==> src/rtl/cdt_pkg.sv <==
package cdt_pkg;
   localparam int B_EN      = 0;
   localparam int B_ENMODE  = 1;
   localparam int B_IRQEN   = 2;
   localparam int B_RELOAD  = 3;
   localparam int B_PSC_LSB = 4;
   localparam int B_SWRST   = 16;
   localparam int B_OVW     = 17;
   localparam int B_PIN_LSB = 22;
   localparam int B_SRC_LSB = 24;
   localparam int SRC_SEL_W = 2;

   localparam logic [7:0] OFF_CTRL = 8'h00;
   localparam logic [7:0] OFF_STAT = 8'h04;
   localparam logic [7:0] OFF_LOAD = 8'h08;
   localparam logic [7:0] OFF_CMP  = 8'h0C;
   localparam logic [7:0] OFF_CNT  = 8'h10;

   typedef enum logic [1:0] {
      PIN_OFF  = 2'b00,
      PIN_TOG  = 2'b01,
      PIN_LOW  = 2'b10,
      PIN_HIGH = 2'b11
   } pin_mode_e;
endpackage

==> src/rtl/cdt_prescale.sv <==
module cdt_prescale #(
   parameter int PSC_W   = 12,
   parameter int NUM_SRC = 3
) (
   input  logic               clk,
   input  logic               rst_n,
   input  logic               enable,
   input  logic               clear,
   input  logic [1:0]         src_sel,
   input  logic [NUM_SRC-1:0] src_tick,
   input  logic [PSC_W-1:0]   div,
   output logic               tick
);
   localparam int NSEL = NUM_SRC + 1;

   logic [NSEL-1:0]  src_vec;
   logic             src_on;
   logic [PSC_W-1:0] pcnt;

   // index 0 is the "no source" selection
   assign src_vec[0] = 1'b0;
   for (genvar g = 0; g < NUM_SRC; g++) begin : g_src
      assign src_vec[g+1] = src_tick[g];
   end

   always_comb begin
      src_on = 1'b0;
      for (int i = 0; i < NSEL; i++)
         if (int'(src_sel) == i) src_on = src_vec[i];
   end

   assign tick = enable && src_on && (pcnt == div);

   always_ff @(posedge clk or negedge rst_n) begin
      if (!rst_n)                pcnt <= '0;
      else if (clear || !enable) pcnt <= '0;
      else if (src_on)           pcnt <= (pcnt == div) ? '0 : pcnt + 1'b1;
   end

   p_tick_gap_r6: assert property (@(posedge clk) disable iff (!rst_n)
      tick && !clear && (div != '0) |=> !tick);
   p_pcnt_bound_r6: assert property (@(posedge clk) disable iff (!rst_n)
      pcnt <= div);
endmodule

==> src/rtl/cdt_counter.sv <==
module cdt_counter #(
   parameter int CNT_W = 32
) (
   input  logic             clk,
   input  logic             rst_n,
   input  logic             soft_clr,
   input  logic             tick,
   input  logic             start,
   input  logic [CNT_W-1:0] start_val,
   input  logic             reload,
   input  logic [CNT_W-1:0] load_val,
   input  logic             ovw,
   input  logic [CNT_W-1:0] ovw_val,
   input  logic [CNT_W-1:0] cmp_val,
   output logic [CNT_W-1:0] cnt,
   output logic             cmp_evt
);
   assign cmp_evt = tick && (cnt == cmp_val);

   always_ff @(posedge clk or negedge rst_n) begin
      if (!rst_n)        cnt <= '0;
      else if (soft_clr) cnt <= '0;
      else if (ovw)      cnt <= ovw_val;
      else if (start)    cnt <= start_val;
      else if (tick)     cnt <= (cnt == '0) ? (reload ? load_val : '1) : cnt - 1'b1;
   end

   p_wrap_r2: assert property (@(posedge clk) disable iff (!rst_n)
      tick && (cnt == '0) && !reload && !ovw && !start && !soft_clr |=> cnt == '1);
   p_reload_r3: assert property (@(posedge clk) disable iff (!rst_n)
      tick && (cnt == '0) && reload && !ovw && !start && !soft_clr |=> cnt == $past(load_val));
   p_hold_r4: assert property (@(posedge clk) disable iff (!rst_n)
      !tick && !ovw && !start && !soft_clr |=> $stable(cnt));
   p_ovw_r5: assert property (@(posedge clk) disable iff (!rst_n)
      ovw && !soft_clr |=> cnt == $past(ovw_val));
endmodule

==> src/rtl/cdt_pin.sv <==
module cdt_pin
   import cdt_pkg::*;
(
   input  logic      clk,
   input  logic      rst_n,
   input  logic      clr,
   input  logic      evt,
   input  pin_mode_e mode,
   output logic      pin_o
);
   logic pin_q;

   always_ff @(posedge clk or negedge rst_n) begin
      if (!rst_n)   pin_q <= 1'b0;
      else if (clr) pin_q <= 1'b0;
      else if (evt) begin
         case (mode)
            PIN_TOG:  pin_q <= ~pin_q;
            PIN_LOW:  pin_q <= 1'b0;
            PIN_HIGH: pin_q <= 1'b1;
            default:  pin_q <= pin_q;
         endcase
      end
   end

   assign pin_o = (mode == PIN_OFF) ? 1'b0 : pin_q;

   p_pin_high_r10: assert property (@(posedge clk) disable iff (!rst_n)
      evt && !clr && (mode == PIN_HIGH) |=> pin_q);
   p_pin_low_r10: assert property (@(posedge clk) disable iff (!rst_n)
      evt && !clr && (mode == PIN_LOW) |=> !pin_q);
   p_pin_tog_r10: assert property (@(posedge clk) disable iff (!rst_n)
      evt && !clr && (mode == PIN_TOG) |=> pin_q != $past(pin_q));
endmodule

==> src/rtl/cmp_down_timer.sv <==
module cmp_down_timer
   import cdt_pkg::*;
#(
   parameter int CNT_W   = 32,
   parameter int PSC_W   = 12,
   parameter int NUM_SRC = 3,
   parameter int ADDR_W  = 5
) (
   input  logic               clk,
   input  logic               rst_n,
   input  logic [NUM_SRC-1:0] src_tick,
   input  logic               wr_en,
   input  logic [ADDR_W-1:0]  addr,
   input  logic [31:0]        wdata,
   output logic [31:0]        rdata,
   output logic               irq,
   output logic               pin_out
);
   localparam int          DATA_W    = 32;
   localparam logic [31:0] PSC_MASK  = 32'((64'd1 << PSC_W) - 64'd1) << B_PSC_LSB;
   localparam logic [31:0] CTRL_MASK = 32'hF | PSC_MASK | (32'd1 << B_OVW)
                                     | (32'd3 << B_PIN_LSB) | (32'd3 << B_SRC_LSB);

   if (CNT_W < 1 || CNT_W > DATA_W) begin : g_bad_cnt
      $error("CNT_W must lie in 1..32");
   end
   if (PSC_W < 1 || PSC_W > 12) begin : g_bad_psc
      $error("PSC_W must lie in 1..12");
   end
   if (NUM_SRC < 1 || NUM_SRC >= (1 << SRC_SEL_W)) begin : g_bad_src
      $error("NUM_SRC must fit the source select field");
   end
   if (ADDR_W < 5 || ADDR_W > 8) begin : g_bad_addr
      $error("ADDR_W must lie in 5..8");
   end

   logic [DATA_W-1:0] ctrl_q;
   logic [CNT_W-1:0]  load_q, cmp_q, cnt;
   logic              flag_q, tick, cmp_evt;
   logic              wr_ctrl, wr_stat, wr_load, wr_cmp, soft_clr, start;
   logic [CNT_W-1:0]  start_val;

   assign wr_ctrl  = wr_en && (addr == ADDR_W'(OFF_CTRL));
   assign wr_stat  = wr_en && (addr == ADDR_W'(OFF_STAT));
   assign wr_load  = wr_en && (addr == ADDR_W'(OFF_LOAD));
   assign wr_cmp   = wr_en && (addr == ADDR_W'(OFF_CMP));
   assign soft_clr = wr_ctrl && wdata[B_SWRST];
   assign start    = wr_ctrl && wdata[B_EN] && !ctrl_q[B_EN] && wdata[B_ENMODE];
   assign start_val = wdata[B_RELOAD] ? load_q : '1;

   always_ff @(posedge clk or negedge rst_n) begin
      if (!rst_n) begin
         ctrl_q <= '0;
         load_q <= '0;
         cmp_q  <= '0;
         flag_q <= 1'b0;
      end else if (soft_clr) begin
         ctrl_q <= '0;
         load_q <= '0;
         cmp_q  <= '0;
         flag_q <= 1'b0;
      end else begin
         if (wr_ctrl) ctrl_q <= wdata & CTRL_MASK;
         if (wr_load) load_q <= wdata[CNT_W-1:0];
         if (wr_cmp)  cmp_q  <= wdata[CNT_W-1:0];
         if (cmp_evt)                      flag_q <= 1'b1;
         else if (wr_stat && wdata[0])     flag_q <= 1'b0;
      end
   end

   cdt_prescale #(.PSC_W(PSC_W), .NUM_SRC(NUM_SRC)) u_psc (
      .clk      (clk),
      .rst_n    (rst_n),
      .enable   (ctrl_q[B_EN]),
      .clear    (wr_ctrl),
      .src_sel  (ctrl_q[B_SRC_LSB +: SRC_SEL_W]),
      .src_tick (src_tick),
      .div      (ctrl_q[B_PSC_LSB +: PSC_W]),
      .tick     (tick)
   );

   cdt_counter #(.CNT_W(CNT_W)) u_cnt (
      .clk       (clk),
      .rst_n     (rst_n),
      .soft_clr  (soft_clr),
      .tick      (tick),
      .start     (start),
      .start_val (start_val),
      .reload    (ctrl_q[B_RELOAD]),
      .load_val  (load_q),
      .ovw       (wr_load && ctrl_q[B_OVW]),
      .ovw_val   (wdata[CNT_W-1:0]),
      .cmp_val   (cmp_q),
      .cnt       (cnt),
      .cmp_evt   (cmp_evt)
   );

   cdt_pin u_pin (
      .clk   (clk),
      .rst_n (rst_n),
      .clr   (soft_clr),
      .evt   (cmp_evt),
      .mode  (pin_mode_e'(ctrl_q[B_PIN_LSB +: 2])),
      .pin_o (pin_out)
   );

   assign irq = flag_q && ctrl_q[B_IRQEN];

   always_comb begin
      rdata = '0;
      case (8'(addr))
         OFF_CTRL: rdata = ctrl_q;
         OFF_STAT: rdata = {31'b0, flag_q};
         OFF_LOAD: rdata = 32'(load_q);
         OFF_CMP:  rdata = 32'(cmp_q);
         OFF_CNT:  rdata = 32'(cnt);
         default:  rdata = '0;
      endcase
   end

   p_flag_set_r8: assert property (@(posedge clk) disable iff (!rst_n)
      cmp_evt && !soft_clr |=> flag_q);
   p_flag_keep_r8: assert property (@(posedge clk) disable iff (!rst_n)
      flag_q && !soft_clr && !(wr_stat && wdata[0]) |=> flag_q);
   p_soft_rst_r11: assert property (@(posedge clk) disable iff (!rst_n)
      soft_clr |=> (ctrl_q == '0) && (cnt == '0) && !flag_q && !pin_out);
endmodule

==> config.mk <==
export PLATFORM = sky130hd
export DESIGN_NAME = cmp_down_timer
export DESIGN_NICKNAME = d
export VERILOG_FILES = /design/src/rtl/cdt_pkg.sv /design/src/rtl/cdt_prescale.sv /design/src/rtl/cdt_counter.sv /design/src/rtl/cdt_pin.sv /design/src/rtl/cmp_down_timer.sv
export SDC_FILE = /design/constraint.sdc
export NUM_CORES = 1
export LEC_CHECK = 0
export BUFFER_PORTS_ARGS = -buffer_cell sky130_fd_sc_hd__buf_2
export CORE_ASPECT_RATIO = 0.75
export CORE_MARGIN = 4
export CORE_UTILIZATION = 35
export DETAILED_ROUTE_END_ITERATION = 7
export MAX_ROUTING_LAYER = met4
export PLACE_DENSITY_LB_ADDON = 0.15
export SLEW_MARGIN = 20
export SYNTH_ARGS = -nofsm -noshare
export SYNTH_HDL_FRONTEND = slang
export SYNTH_HIERARCHICAL = 1
export SYNTH_SLANG_ARGS = --single-unit
==> constraint.sdc <==
create_clock -name clk -period 3.9 [get_ports clk]
set_input_delay 0.39 -clock clk [delete_from_list [all_inputs] [get_ports clk]]
set_output_delay 0.39 -clock clk [all_outputs]
set_load 0.05 [all_outputs]
==> impl_metrics.py <==
metrics = {
    "timing": {
        "finalCritPeriodShare_pct": 86.50,
        "hold_viol_final": 0,
        "max_slew_margin_pct": 34.80,
        "rsz0062_at_grt": "false",
        "fmax_mhz": 296.4,
        "worst_clock_skew_ps": 13.41,
        "tns_ps": 0,
        "tightest_slew_ps": 978.0,
        "slew_violations": 0,
        "setup_viol": 0,
        "period_needed_ps": 3374,
    },
    "synthesis": {
        "ys_ff_latch": 131,
        "netlist_instances": 1147,
        "seq_area_frac_synth_pct": 34.81,
        "synth_edf_count": 0,
        "async_reset_ff_share_pct": 100.0,
        "synth_cell_types": 72,
        "synth_top_area_cell": "dfrtp_1",
        "synth_top_area_share_pct": 34.81,
        "synthFlopType": "dfrtp_1",
        "synth_nets": 1193,
        "synth_area_leaders": "dfrtp_1 35%, nand3_1 8.9%, o21ai_0 5.0%",
        "syn_area_um2": 9418,
        "ys.warnings.count": 6,
        "avgSynthCellArea_um2": 8.211,
    },
    "global_routing": {
        "busiest_layer": "met1",
        "grt_max_degree": 92,
        "overflow": 0,
        "globalRouteMet2Util_pct": 36.07,
        "grt_pass1_wl_mm": 57.06,
        "track_usage_pct": 25.87,
        "grtUsageMet3_pct": 5.087,
        "grt_pass1_vias": 8663,
        "groute.layer.met1.usage_pct": 38.91,
        "antenna_found_initial": 0,
    },
    "final_layout": {
        "area_growth_pct": 12.18,
        "antenna_cells": 0,
        "nFillCells": 2697,
        "layout.nets": 1206,
        "multi_input_area_um2": 5574,
        "layout-drive-gt1-share_pct": 16.62,
        "seqCellArea_um2": 3278,
    },
    "outcome": {
        "outcome": "completed",
    },
    "pwr": {
        "p_leak_nw": 4.401,
        "finalPower_mw": 4.687,
        "p_per_area_nw_per_um2": 443.7,
        "irDropWorstVdd_mv": 0.3537,
    },
    "cts": {
        "cts-root-buf": "clkbuf_16",
        "clock_latency_ps": 440,
        "cts.hold.buffers_added": 0,
        "postCtsSetupBuffers": 0,
        "postCtsResizedCells": 0,
        "htreeDepth": 4,
        "clk_pin_slew_worst_paths_ps": 60,
        "cts_buffers": 17,
        "clockBufferDepth": 2,
        "cts.sinks": 131,
        "cts_tree": "yes",
    },
    "placed_design": {
        "hpwl_mm": 24.78,
        "portBuffers": 76,
        "finalWeightedCongestion": 0.9351,
    },
    "die": {
        "start_util_pct": 35.91,
        "die_h_um": 150.1,
        "coreArea_um2": 26230,
        "boundaryPins": 77,
        "die_w_um": 197.4,
        "fp-row-count": 51,
        "die_area_um2": 29620,
    },
    "setup_path": {
        "worstPathArrival_ps": 3710,
        "startpoint_type": "flip-flop",
        "cp-end-kind": "flip-flop",
        "critPathRequiredTime_ps": 4230,
        "critPathKind": "reg -> reg",
        "cp_max_fo": 15,
    },
    "detailed_routing": {
        "drt_wl_total_mm": 37.07,
        "vias": 9381,
        "drtPass1Iterations": 5,
        "drc": 0,
        "antenna_left": 0,
        "wire_per_inst_um": 24.43,
        "drt-initial-drc-count": 1194,
        "vias_per_cell": 6.184,
    },
    "hold_path": {
        "hold_class": "in -> async",
    },
    "run": {
        "max-cap-violations": 0,
    },
}
[where the power goes]
group          total (mW)  switching, mW  internal, mW
combinational        1.25          0.769         0.479
sequential           1.83          0.286          1.55
clock                1.60          0.659         0.946
[metal layers]
layer	part of all wire, %	wire length (um)
met4	1.3	473
met3	6.9	2557
met5	0	0
met2	43	15920
met1	49	18120
[cell type report]
class,instances,share of cell area [%]
multi-input cells,889,52.76
well taps,344,4.074
clock inverters,7,0.6987
clock buffers,25,4.690
flip-flops and latches,131,31.03
inverters,13,0.4619
repair buffers,108,6.289
[cells by family (layout without fill, tap and decap cells)]
family / count (synthesis) / after routing / share of synthesized area [%]
compound gates: 295 / 295 / 19.38
xor+xnor: 63 / 63 / 5.859
fa+ha+maj: 3 / 3 / 0.3986
buf+inv: 127 / 153 / 6.390
flops: 131 / 131 / 34.81
mux: 26 / 26 / 3.109
simple gates: 502 / 502 / 30.05
[worst max-delay path: stages, from the launching register on]
cell and delay, ps:
dfrtp_1 470, xor2_1 210, nor4_2 310, nand3_2 340, nor3b_2 640, nor2_1 160
nor2_1 460, o21a_1 200, o21a_1 120, a21oi_1 40, o32ai_1 320
[final timing paths]
kind / startpoint / slack, ps / end / cells past startpoint
min reg2reg: ctrl_q[1] / 520 / ctrl_q[1] / 1
max in group asynchronous: rst_n / 3140 / load_q[17] / 2
max reg2reg: u_psc/pcnt[2] / 530 / u_cnt/cnt[29] / 10
max: u_psc/pcnt[2] / 530 / u_cnt/cnt[29] / 10
min: rst_n / 30 / load_q[5] / 1
min in group clk: wdata[30] / 220 / cmp_q[30] / 3
[through the flow]
stage / hold slack, ps / std cells / worst slack [ps] / cell area (um^2) / util, %
floorplan: 94.41 / 1147 / 1172 / 9418 / -
global placement: 493.5 / 1485 / 742.7 / 9996 / 38.11
detailed placement: 509.5 / 1485 / 688.1 / 9996 / 38.11
CTS: 112.7 / 1517 / 647.0 / 10570 / 40.28
global route: 118.9 / 1517 / 401.0 / 10570 / 40.28
finish: 34.44 / 1517 / 526.4 / 10570 / 40.28
[cells in the mapped netlist, types with 7 or more instances]
cell type  count
inv_1         12
mux2_2        21
buf_2         28
nand2b_1      35
a221oi_1       9
xnor2_1       41
a21oi_1       90
o21a_1         8
nand2_1       38
nand4_1       35
o21ai_0       95
xor2_1        22
buf_1          7
nor4_2         7
buf_6         10
a221o_1       13
nor4_1        13
clkbuf_1      65
nor3_1        20
nand3_1      168
nor2_1        75
nor2b_1       30
dfrtp_1      131
nand3b_1      10
a22oi_1       16
and3_1        22
o21ai_1        8
nor3b_1       12
[cells in the final DEF, fill, tap and decap left out, types with 12 or more instances in the layout]
master,count
nand3_1,168
dfrtp_1,131
o21ai_0,95
a21oi_1,90
buf_2,75
nor2_1,74
xnor2_1,41
nand2_1,38
nand4_1,35
nand2b_1,35
buf_4,29
nor2b_1,28
and3_1,22
xor2_1,22
mux2_2,21
nor3_1,19
clkbuf_16,17
a22oi_1,16
a221o_1,13
nor4_1,13
inv_1,12
[state kept, by name, indices dropped and copies added (netlist names)]
signal       flops
load_q          32
flag_q           1
u_psc/pcnt      12
u_pin/pin_q      1
ctrl_q          21
cmp_q           32
u_cnt/cnt       32
(Power assumes the default switching activity.)
